[src/rtl/kwd_pkg.sv]
package kwd_pkg;
  localparam int ADDR_W = 3;

  localparam logic [ADDR_W-1:0] A_CTRL  = 3'd0;
  localparam logic [ADDR_W-1:0] A_LOAD  = 3'd1;
  localparam logic [ADDR_W-1:0] A_TRIG  = 3'd2;
  localparam logic [ADDR_W-1:0] A_KEY   = 3'd3;
  localparam logic [ADDR_W-1:0] A_PEND  = 3'd4;
  localparam logic [ADDR_W-1:0] A_CFG   = 3'd5;
  localparam logic [ADDR_W-1:0] A_COUNT = 3'd6;

  // posted channels are the addresses 0..NUM_CH-1
  localparam int NUM_CH = 4;

  localparam logic [15:0] KEY_ARM_A    = 16'hBBBB;
  localparam logic [15:0] KEY_ARM_B    = 16'h4444;
  localparam logic [15:0] KEY_DISARM_A = 16'hAAAA;
  localparam logic [15:0] KEY_DISARM_B = 16'h5555;

  typedef enum logic [1:0] {KS_IDLE, KS_ARM, KS_DISARM} key_st_e;
endpackage

[src/rtl/kwd_post_chan.sv]
module kwd_post_chan #(
  parameter int DATA_W = 32,
  parameter int DLY    = 3
) (
  input  logic              clk,
  input  logic              rst,
  input  logic              req,
  input  logic [DATA_W-1:0] din,
  output logic              busy,
  output logic              fire,
  output logic [DATA_W-1:0] dout
);
  localparam int CW = $clog2(DLY + 1);

  logic [CW-1:0] cnt;

  assign fire = busy && (cnt == CW'(1));

  always_ff @(posedge clk) begin
    if (rst) begin
      busy <= 1'b0;
      cnt  <= '0;
      dout <= '0;
    end else if (req) begin
      busy <= 1'b1;
      cnt  <= CW'(DLY);
      dout <= din;
    end else if (busy) begin
      cnt <= cnt - CW'(1);
      if (cnt == CW'(1)) busy <= 1'b0;
    end
  end
endmodule

[src/rtl/kwd_key_seq.sv]
module kwd_key_seq
  import kwd_pkg::*;
#(
  parameter int DATA_W = 32
) (
  input  logic              clk,
  input  logic              rst,
  input  logic              fire,
  input  logic [DATA_W-1:0] word,
  output logic              run
);
  key_st_e st;

  always_ff @(posedge clk) begin
    if (rst) begin
      st  <= KS_IDLE;
      run <= 1'b0;
    end else if (fire) begin
      unique case (st)
        KS_IDLE: begin
          if (word == DATA_W'(KEY_ARM_A))         st <= KS_ARM;
          else if (word == DATA_W'(KEY_DISARM_A)) st <= KS_DISARM;
        end
        KS_ARM: begin
          if (word == DATA_W'(KEY_ARM_B)) run <= 1'b1;
          st <= KS_IDLE;
        end
        KS_DISARM: begin
          if (word == DATA_W'(KEY_DISARM_B)) run <= 1'b0;
          st <= KS_IDLE;
        end
        default: st <= KS_IDLE;
      endcase
    end
  end
endmodule

[src/rtl/kwd_counter.sv]
module kwd_counter #(
  parameter int CNT_W = 32,
  parameter int PTV_W = 3
) (
  input  logic             clk,
  input  logic             rst,
  input  logic             run,
  input  logic             pre_en,
  input  logic [PTV_W-1:0] ptv,
  input  logic [CNT_W-1:0] load,
  input  logic             reload,
  output logic [CNT_W-1:0] count,
  output logic             ovf
);
  localparam int              PRE_W   = 1 << PTV_W;
  localparam logic [CNT_W-1:0] CNT_MAX = '1;

  logic [PRE_W-1:0] pre_cnt;
  logic [PRE_W-1:0] pre_lim;
  logic             tick;

  assign pre_lim = (PRE_W'(1) << ptv) - PRE_W'(1);
  assign tick    = run && (!pre_en || (pre_cnt >= pre_lim));

  always_ff @(posedge clk) begin
    if (rst) begin
      count   <= '0;
      pre_cnt <= '0;
      ovf     <= 1'b0;
    end else begin
      ovf <= 1'b0;
      if (reload) begin
        count   <= load;
        pre_cnt <= '0;
      end else begin
        if (!run || tick) pre_cnt <= '0;
        else              pre_cnt <= pre_cnt + PRE_W'(1);
        if (tick) begin
          if (count == CNT_MAX) begin
            count <= load;
            ovf   <= 1'b1;
          end else begin
            count <= count + CNT_W'(1);
          end
        end
      end
    end
  end
endmodule

[src/rtl/keyed_wdt.sv]
module keyed_wdt
  import kwd_pkg::*;
#(
  parameter int DATA_W   = 32,
  parameter int CNT_W    = 32,
  parameter int POST_DLY = 3,
  parameter int PTV_W    = 3
) (
  input  logic              clk,
  input  logic              rst,
  input  logic              wr_en,
  input  logic [2:0]        wr_addr,
  input  logic [DATA_W-1:0] wr_data,
  input  logic [2:0]        rd_addr,
  output logic [DATA_W-1:0] rd_data,
  output logic              reset_req
);
  localparam int CTRL_W   = PTV_W + 3;
  localparam int PRE_BIT  = PTV_W + 2;
  localparam int PEND_W   = 5;

  logic [NUM_CH-1:0] ch_req, ch_busy, ch_fire;
  logic [DATA_W-1:0] ch_data [NUM_CH];

  for (genvar g = 0; g < NUM_CH; g++) begin : g_chan
    assign ch_req[g] = wr_en && (wr_addr == ADDR_W'(g));
    kwd_post_chan #(.DATA_W(DATA_W), .DLY(POST_DLY)) i_chan (
      .clk  (clk),
      .rst  (rst),
      .req  (ch_req[g]),
      .din  (wr_data),
      .busy (ch_busy[g]),
      .fire (ch_fire[g]),
      .dout (ch_data[g])
    );
  end

  logic [CTRL_W-1:0] ctrl_q;
  logic [CNT_W-1:0]  load_q;
  logic [DATA_W-1:0] trig_q;
  logic              cfg_q;
  logic              run_q;
  logic              reload;
  logic [CNT_W-1:0]  count;
  logic              ovf;
  logic [PEND_W-1:0] pend;
  logic [DATA_W-1:0] rd_mux;

  assign reload = ch_fire[A_TRIG] && (ch_data[A_TRIG] != trig_q);
  assign pend   = {ch_busy[A_KEY], ch_busy[A_TRIG], ch_busy[A_LOAD], 1'b0, ch_busy[A_CTRL]};

  always_ff @(posedge clk) begin
    if (rst) begin
      ctrl_q <= '0;
      load_q <= '0;
      trig_q <= '0;
      cfg_q  <= 1'b0;
    end else begin
      if (ch_fire[A_CTRL]) ctrl_q <= ch_data[A_CTRL][CTRL_W-1:0];
      if (ch_fire[A_LOAD]) load_q <= ch_data[A_LOAD][CNT_W-1:0];
      if (ch_fire[A_TRIG]) trig_q <= ch_data[A_TRIG];
      if (wr_en && wr_addr == A_CFG) cfg_q <= wr_data[0];
    end
  end

  kwd_key_seq #(.DATA_W(DATA_W)) i_keys (
    .clk  (clk),
    .rst  (rst),
    .fire (ch_fire[A_KEY]),
    .word (ch_data[A_KEY]),
    .run  (run_q)
  );

  kwd_counter #(.CNT_W(CNT_W), .PTV_W(PTV_W)) i_cnt (
    .clk    (clk),
    .rst    (rst),
    .run    (run_q),
    .pre_en (ctrl_q[PRE_BIT]),
    .ptv    (ctrl_q[PRE_BIT-1:2]),
    .load   (load_q),
    .reload (reload),
    .count  (count),
    .ovf    (ovf)
  );

  always_comb begin
    unique case (rd_addr)
      A_CTRL:  rd_mux = DATA_W'(ctrl_q);
      A_LOAD:  rd_mux = DATA_W'(load_q);
      A_TRIG:  rd_mux = trig_q;
      A_KEY:   rd_mux = DATA_W'(run_q);
      A_PEND:  rd_mux = DATA_W'(pend);
      A_CFG:   rd_mux = DATA_W'(cfg_q);
      A_COUNT: rd_mux = DATA_W'(count);
      default: rd_mux = '0;
    endcase
  end

  always_ff @(posedge clk) begin
    if (rst) begin
      rd_data   <= '0;
      reset_req <= 1'b0;
    end else begin
      rd_data   <= rd_mux;
      reset_req <= ovf;
    end
  end
endmodule

[config.mk]
export PLATFORM = sky130hd
export DESIGN_NAME = keyed_wdt
export DESIGN_NICKNAME = d
export VERILOG_FILES = /design/src/rtl/kwd_pkg.sv /design/src/rtl/kwd_post_chan.sv /design/src/rtl/kwd_key_seq.sv /design/src/rtl/kwd_counter.sv /design/src/rtl/keyed_wdt.sv
export SDC_FILE = /design/constraint.sdc
export NUM_CORES = 1
export LEC_CHECK = 0
export BUFFER_PORTS_ARGS = -buffer_cell sky130_fd_sc_hd__buf_2
export CAP_MARGIN = 20
export CORE_ASPECT_RATIO = 1.5
export CORE_MARGIN = 5
export CORE_UTILIZATION = 45
export DETAILED_ROUTE_END_ITERATION = 6
export GPL_ROUTABILITY_DRIVEN = 0
export SYNTH_ARGS = -nofsm -noshare
export SYNTH_HDL_FRONTEND = slang
export SYNTH_SLANG_ARGS = --single-unit
[constraint.sdc]
create_clock -name clk -period 4.4 [get_ports clk]
set_clock_uncertainty 0.15 [all_clocks]
set_input_delay 0 -clock clk [delete_from_list [all_inputs] [get_ports clk]]
set_output_delay 0 -clock clk [all_outputs]
set_load 0.005 [all_outputs]
==> impl_metrics.tcl, run 1 <==
set metrics [dict create \
    status "completed" \
    power_switching_mw 1.09 \
    crit_family "simple AND/OR/NAND/NOR gates" \
    antenna_found_initial 0 \
    synth-seq-area-share_pct 47.0 \
    synth_ff_type "dfxtp_1" \
    critPathMaxFanout 15 \
    grtUsageTotal_pct 21.0 \
    area_growth_pct 16.2 \
    final_common_cell "nand2_1" \
    grt_max_degree 107 \
    p_sw_share_pct 22.6 \
    clockBufferDepth 3 \
    hold_viol_final 0 \
    worstSetupPathType "reg -> reg" \
    antenna_left 0 \
    core_um2 24400 \
    die_width_um 139 \
    whs_ns 0.131 \
    r2r_slack_ns 0.97 \
    slew_violations 0 \
    finalInstanceArea_um2 13000 \
    numCtsBuffers 26 \
    crit_path_end_kind "register" \
    syn_nets 1473 \
    first_global_vias 9333 \
    cts_root_buf "clkbuf_16" \
    clkPwrFrac_pct 44.9 \
    clk_latency_ns 0.52 \
    avgSynthCellArea_um2 7.88 \
    powerDensity_nw_per_um2 372 \
    place_area_um2 11700 \
    drt_iter0_drc 817 \
    finalCritPeriodShare_pct 78.0 \
    most-common-layout-cells "nand2_1 (378), dfxtp_1 (262), a21oi_1 (227)" \
    wire_per_inst_um 16.5 \
    io_pins 74 \
    wl_mm 30.1 \
    multi_input_area_um2 5470 \
    dp_cells 1734 \
    cts.sinks 262 \
    power_leakage_nw 4.74 \
    crit_chain "or3_1 > ha_1 > nor3b_1 > o21ai_0 > a32o_1 > nand2_4 > and2_1 > nor2_4 > a22o_2" \
    critPathMaxStageDelay_ns 0.61 \
    seqPwrFrac_pct 50.3 \
    portBuffers 73 \
    ys_seq_elements 262 \
    worst_pin_slew_ns 1.11 \
    required_ns 4.66 \
    fin_util_pct 53.1 \
    grt_pass1_wl_mm 49.5 \
    die_h_um 203 \
    fin_nets 1540 \
    crit_path_start_kind "register" \
    synth_cells 1415 \
    setup_tns_ns 0 \
    drc_errors 0 \
    drtPass1Iterations 5 \
    cp.arrival_ns 3.70 \
    period_minus_slack_ns 3.43 \
    overflow 0 \
    ir_drop_mv 0.307 \
    fill_cells 2386 \
    num_antenna_cells 0 \
    fin_cells 1824 \
    cts_tree "done" \
    start_util_pct 45.6 \
    synth_edf_count 0 \
    rows 70 \
    yosysUniqueCellTypes 61 \
    cp_slowest_cell "and2_1" \
    cts-htree-levels 1 \
    setup_viol 0 \
    die_area_um2 28100 \
    postCtsHoldBufs 42 \
    cts_setup_buffers 0 \
    vias_per_cell 5.33 \
    clk_pin_slew_ns 0.06 \
    ys_async_sr_fraction_pct 0 \
    p_int_mw 3.73 \
    cts_resized 0 \
    slew_headroom_pct 26.3 \
    drive_gt1_share_pct 10.1 \
    maxCapViolations 0 \
    dpl.hpwl_mm 20.7 \
    rsz0062_at_grt "no" \
    combPwrFrac_pct 4.8 \
    syn-cell-area_um2 11200 \
    yosysWarnings 0 \
    vias 9713 \
    path_buf_inv 0 \
    timing.fmax_mhz 291 \
    hold_path_class "in -> reg" \
    seqCellArea_um2 5250 \
]
[state kept, by name (all words and copies together) (netlist names)]
signal              cells
g_chan.i_chan.cnt       8
trig_q                 32
cfg_q                   1
i_keys.run              1
g_chan.i_chan.dout    102
i_cnt.pre_cnt           8
g_chan.i_chan.busy      4
load_q                 32
i_cnt.count            32
i_keys.st               2
rd_data                32
ctrl_q                  6
i_cnt.ovf               1
reset_req               1
[worst paths after layout]
path              cells past startpoint              startpoint                                endpoint
setup / recovery                      9  ctrl_q[3]$_SDFFE_PP0P_            i_cnt.count[28]$_SDFFE_PP0P_
hold / removal                        4             wr_data[14]  g_chan[1].i_chan.dout[14]$_SDFFE_PP0P_
setup reg to reg                      9  ctrl_q[3]$_SDFFE_PP0P_            i_cnt.count[28]$_SDFFE_PP0P_
hold reg to reg                       1    i_cnt.ovf$_SDFF_PP0_                    reset_req$_SDFF_PP0_
[routing by layer]
metal	vias up	wire, um	GRT usage, %
met4	0	754	5.93
li1	4929	-	-
met1	4504	13800	28.1
met5	-	0	0
met3	60	1230	2.43
met2	220	14400	35.9
[kinds of logic (layout without fill, tap and decap cells)]
family	Yosys count	in the layout	synth area share, %
XOR/XNOR	50	50	3.93
multiplexers	17	17	1.56
buffers and inverters	111	196	4.03
flip-flops	262	262	47.0
adder cells (fa/ha/maj)	17	17	1.91
AND/OR/NAND/NOR	618	618	24.1
AO/OA/AOI/OAI	339	339	17.4
other	1	1	0.0336
[through the flow]
step | total power [mW] | worst slack, ns
2_1_floorplan | 2.60 | 1.72
3_3_place_gp | 2.67 | 1.03
3_5_place_dp | 2.68 | 1.01
4_1_cts | 4.86 | 0.994
5_1_grt | 4.99 | 0.759
6_report | 4.82 | 0.969
[worst min-delay path: stages]
cell	delay [ns]
dlygate4sd3_1	0.52
buf_2	0.13
nand2_1	0.05
a21oi_1	0.05
[cell type report]
cell class | instances | area share [%]
Inverter | 17 | 0.492
Clock buffer | 37 | 5.81
Clock inverter | 9 | 0.589
Sequential cell | 262 | 40.5
Tap cell | 324 | 3.13
Multi-Input combinational cell | 1042 | 42.2
Timing Repair Buffer | 133 | 7.36
[power by group through the flow]
| stage | clock [mW] | combinational (mW) | sequential (mW) |
|---|---|---|---|
| detailed placement | 0 | 0.201 | 2.48 |
| global route | 2.31 | 0.256 | 2.43 |
| finish | 2.17 | 0.230 | 2.42 |
| floorplan | 0 | 0.130 | 2.47 |
| global placement | 0 | 0.199 | 2.48 |
| CTS | 2.21 | 0.229 | 2.42 |
[Yosys cell counts (all sizes together), types with 2 or more instances]
cell       n  area [um2]
nand4b     3        26.3
xor2      41         359
nand2    379        1430
dfxtp    262        5250
o211ai     3        22.5
nand4     18         113
nor2     111         424
o21ai     26         130
a21oi    227        1140
a211oi     7        52.6
o22ai      2        12.5
nand3b     3        22.5
mux2       3        33.8
o22a       3        26.3
o2bb2ai    2        17.5
inv       17        63.8
and2      10        62.6
ha        17         213
a22o      10        97.6
nor4      16         130
a22oi     35         263
nand3     29         155
nor4b      3        26.3
buf        7        58.8
clkbuf    87         327
nor3b      4        30.0
nor3      11        55.1
or4        2        15.0
or3        5        31.3
nor2b      7        43.8
a32oi      2        17.5
a31oi      9        56.3
nand2b     7        43.8
xnor2      9        78.8
mux2i     14         140
and3       5        31.3
o31ai      3        22.5
Note: power is estimated with default switching activity, not from simulation.
==> run 2: changes to the inputs <==
- clock period: 4.4 -> 2.9 ns (I/O delays scaled with it)
==> impl_metrics.tcl, run 2 (synthesis gave the netlist of run 1 again) <==
set metrics [dict create \
    hold_path_class "in -> reg" \
    fin_nets 1566 \
    pre_cts_slack_ns 0.0166 \
    timing.fmax_mhz 371 \
    required_ns 3.17 \
    period_minus_slack_ns 2.69 \
    cts_root_buf "clkbuf_16" \
    status "completed" \
    hold_viol_final 0 \
    maxCapViolations 0 \
    worst_pin_slew_ns 1.01 \
    hold_start "wr_data[15]" \
    num_antenna_cells 0 \
    area_growth_pct 18.3 \
    fill_cells 2349 \
    holdPathEnd "g_chan[1].i_chan.dout[15]$_SDFFE_PP0P_" \
    crit_path_end_kind "register" \
    portBuffers 73 \
    vias 9875 \
    min_delay_path_depth 4 \
    antenna_found_initial 1 \
    r2r-start "i_cnt.count[1]$_SDFFE_PP0P_" \
    cts_tree "done" \
    io_pins 74 \
    fin_cells 1848 \
    start_util_pct 45.6 \
    numCtsBuffers 26 \
    drc_errors 0 \
    p_total_mw 7.33 \
    fin_util_pct 54.0 \
    cts-htree-levels 1 \
    r2r_cells 8 \
    critPathMaxFanout 6 \
    vias_per_cell 5.34 \
    clk_latency_ns 0.53 \
    grtUsageTotal_pct 21.1 \
    die_width_um 139 \
    power_leakage_nw 4.88 \
    place_area_um2 11800 \
    ir_drop_mv 0.531 \
    overflow 0 \
    first_global_vias 9322 \
    cts.sinks 262 \
    grt_max_degree 211 \
    largest_register_ffs 102 \
    final_common_cell "nand2_1" \
    clk_pin_slew_ns 0.06 \
    drt_iter0_drc 906 \
    antenna_left 0 \
    r2r_slack_ns 0.21 \
    worstSetupPathType "reg -> reg" \
    die_area_um2 28100 \
    rr_endpoint "i_cnt.count[24]$_SDFFE_PP0P_" \
    slew_violations 0 \
    grt_pass1_wl_mm 49.5 \
    powerDensity_nw_per_um2 556 \
    finalCritPeriodShare_pct 92.9 \
    clockBufferDepth 3 \
    drive_gt1_share_pct 11.5 \
    crit_path_start_kind "register" \
    drtPass1Iterations 5 \
    dp_cells 1756 \
    dpl.hpwl_mm 21.0 \
    regMostFlops "g_chan.i_chan.dout" \
    wire_per_inst_um 16.3 \
    whs_ns 0.125 \
    slew_headroom_pct 32.3 \
    setup_viol 0 \
    setup_tns_ns 0 \
    fin_ws_ns 0.207 \
    core_um2 24400 \
    die_h_um 203 \
    most-common-layout-cells "nand2_1 (378), dfxtp_1 (262), a21oi_1 (227)" \
    cp.arrival_ns 2.97 \
    rows 70 \
    finalInstanceArea_um2 13200 \
    rsz0062_at_grt "no" \
    wl_mm 30.2 \
]
[run 2: final cells by class]
type | count | area, um2 | share of cell area, %
Multi-Input combinational cell | 1042 | 5500 | 41.6
Timing Repair Buffer | 159 | 1150 | 8.71
Tap cell | 324 | 405 | 3.07
Clock buffer | 42 | 822 | 6.23
Clock inverter | 2 | 16.3 | 0.123
Inverter | 17 | 63.8 | 0.483
Sequential cell | 262 | 5250 | 39.7
[run 2: worst max path at each step]
stage                           startpoint                            to  slack (ns)  cells after the start
5_1_grt        i_cnt.count[1]$_SDFFE_PP0P_  i_cnt.count[24]$_SDFFE_PP0P_        0.01                      8
3_5_place_dp        ctrl_q[4]$_SDFFE_PP0P_  i_cnt.count[30]$_SDFFE_PP0P_        0.02                     10
6_report       i_cnt.count[1]$_SDFFE_PP0P_  i_cnt.count[24]$_SDFFE_PP0P_        0.21                      8
3_3_place_gp        ctrl_q[4]$_SDFFE_PP0P_  i_cnt.count[30]$_SDFFE_PP0P_        0.10                     10
4_1_cts             ctrl_q[4]$_SDFFE_PP0P_  i_cnt.count[30]$_SDFFE_PP0P_       0.008                     10
2_1_floorplan       ctrl_q[4]$_SDFFE_PP0P_  i_cnt.count[20]$_SDFFE_PP0P_        0.22                     12
[run 2: power breakdown]
part	total, mW	internal [mW]	leakage, nW	switching (mW)
combinational	0.353	0.133	2.35	0.220
clock	3.31	1.93	0.414	1.38
sequential	3.68	3.64	2.11	0.0353
total	7.33	5.70	4.88	1.63
[run 2: what timing repair did]
action | CTS | global route
buffers inserted | 0 | 0
resized for setup | 0 | 8
hold endpoints to repair | 132 | 0
hold buffers | 48 | 0
endpoints found under the setup margin | 0 | 32
[run 2: critical path: stages (launching register included)]
cell	delay, ns
dfxtp_1	0.45
ha_1	0.29
nand3_1	0.19
nor4_4	0.33
nand3_1	0.24
nor3_1	0.33
nand4_1	0.22
xnor2_1	0.17
a22o_2	0.22
[run 2: layer usage]
metal	vias to the layer above	track usage (%)	part of all wire, %
met1	4557	28.2	45
met2	250	35.0	47
met3	61	2.73	4.8
met4	0	7.45	3.2
li1	5007	-	-
met5	-	0	0
==> run 3: changes to the inputs <==
- SETUP_SLACK_MARGIN: not set -> 0.5
==> impl_metrics.tcl, run 3 (synthesis gave the netlist of run 1 again) <==
set metrics [dict create \
    required_ns 3.22 \
    whs_ns 0.116 \
    timing.fmax_mhz 390 \
    drt_iter0_drc 873 \
    drtPass1Iterations 7 \
    die_h_um 203 \
    wl_mm 30.9 \
    finalInstanceArea_um2 13500 \
    ir_drop_mv 0.569 \
    period_minus_slack_ns 2.56 \
    antenna_left 0 \
    cts_tree "done" \
    p_total_mw 7.27 \
    setup_tns_ns 0 \
    status "completed" \
    numCtsBuffers 25 \
    overflow 0 \
    hold_path_class "in -> reg" \
    cts.sinks 262 \
    grt_max_degree 211 \
    powerDensity_nw_per_um2 539 \
    drc_errors 0 \
    hold_viol_final 0 \
    final_common_cell "nand2_1" \
    maxCapViolations 0 \
    grt_pass1_wl_mm 49.8 \
    worst_pin_slew_ns 1.05 \
    vias_per_cell 5.32 \
    most-common-layout-cells "nand2_1 (373), dfxtp_1 (257), a21oi_1 (226)" \
    setup_viol 0 \
    clk_latency_ns 0.54 \
    slew_headroom_pct 29.9 \
    portBuffers 73 \
    crit_path_start_kind "register" \
    vias 9883 \
    cp.arrival_ns 2.89 \
    rsz0062_at_grt "yes" \
    grtUsageTotal_pct 21.3 \
    power_leakage_nw 4.98 \
    num_antenna_cells 0 \
    worstSetupPathType "reg -> reg" \
    slew_violations 0 \
    finalCritPeriodShare_pct 88.4 \
    io_pins 74 \
    rows 70 \
    fin_util_pct 55.2 \
    fin_nets 1573 \
    cts_root_buf "clkbuf_16" \
    die_width_um 139 \
    largest_register_ffs 102 \
    critPathMaxFanout 5 \
    crit_path_end_kind "register" \
    antenna_found_initial 0 \
    wire_per_inst_um 16.6 \
    clk_pin_slew_ns 0.07 \
    die_area_um2 28100 \
    cts-htree-levels 1 \
    place_area_um2 11800 \
    start_util_pct 45.6 \
    core_um2 24400 \
    dpl.hpwl_mm 20.8 \
    area_growth_pct 20.9 \
    first_global_vias 9426 \
    regMostFlops "g_chan.i_chan.dout" \
    drive_gt1_share_pct 14.4 \
    clockBufferDepth 3 \
]
run 3: power breakdown:
group | switching [mW] | total, mW | internal [mW] | leakage, nW
Clock | 1.38 | 3.24 | 1.85 | 0.400
Combinational | 0.222 | 0.356 | 0.134 | 2.46
Sequential | 0.0346 | 3.67 | 3.64 | 2.12
run 3: what timing repair did:
item                                    in CTS  in global routing
gates resized for setup                     39                 28
pin swaps                                   15                 20
hold buffers                                42                  0
hold endpoints to repair                   134                  0
buffers inserted                            16                  2
cloned                                       1                  0
endpoints found under the setup margin      40                 40
run 3: through the flow:
step	setup slack [ns]	instances
after floorplan	0.334	1415
after global placement	0.141	1751
after detailed placement	0.119	1751
after CTS	0.320	1854
after global routing	0.226	1856
final	0.337	1856
run 3: cell type report:
| cell class | count | area [um2] |
|---|---|---|
| Clock buffer | 38 | 744 |
| Clock inverter | 6 | 58.8 |
| Fill cell | 2308 | 10900 |
| Inverter | 17 | 63.8 |
| Multi-Input combinational cell | 1042 | 5690 |
| Sequential cell | 262 | 5250 |
| Tap cell | 324 | 405 |
| Timing Repair Buffer | 167 | 1270 |
run 3: path summary, 6_finish.rpt:
path	startpoint	endpoint	slack, ns	cells past startpoint
setup / recovery	ctrl_q[3]$_SDFFE_PP0P_	i_cnt.count[16]$_SDFFE_PP0P_	0.34	10
hold / removal	wr_data[17]	g_chan[1].i_chan.dout[17]$_SDFFE_PP0P_	0.12	4
setup reg to reg	ctrl_q[3]$_SDFFE_PP0P_	i_cnt.count[16]$_SDFFE_PP0P_	0.34	10
hold reg to reg	i_cnt.ovf$_SDFF_PP0_	reset_req$_SDFF_PP0_	0.28	1
run 3: critical path, cell delays in order (launching register included):
cell	delay, ns
dfxtp_2	0.32
or3_4	0.39
ha_4	0.27
nor3b_2	0.04
o21ai_2	0.16
a32oi_1	0.11
buf_4	0.18
buf_8	0.13
or4_1	0.48
and3_1	0.17
o2bb2ai_1	0.12
run 3: layer usage:
layer / share of wire (%) / global-route usage (%) / vias up / routed length (um)
met3: 4.2 / 2.71 / 60 / 1290
met1: 45 / 28.2 / 4572 / 14000
met2: 47 / 36.2 / 233 / 14700
met4: 2.9 / 6.74 / 0 / 888
met5: 0 / 0 / - / 0
li1: - / - / 5018 / -
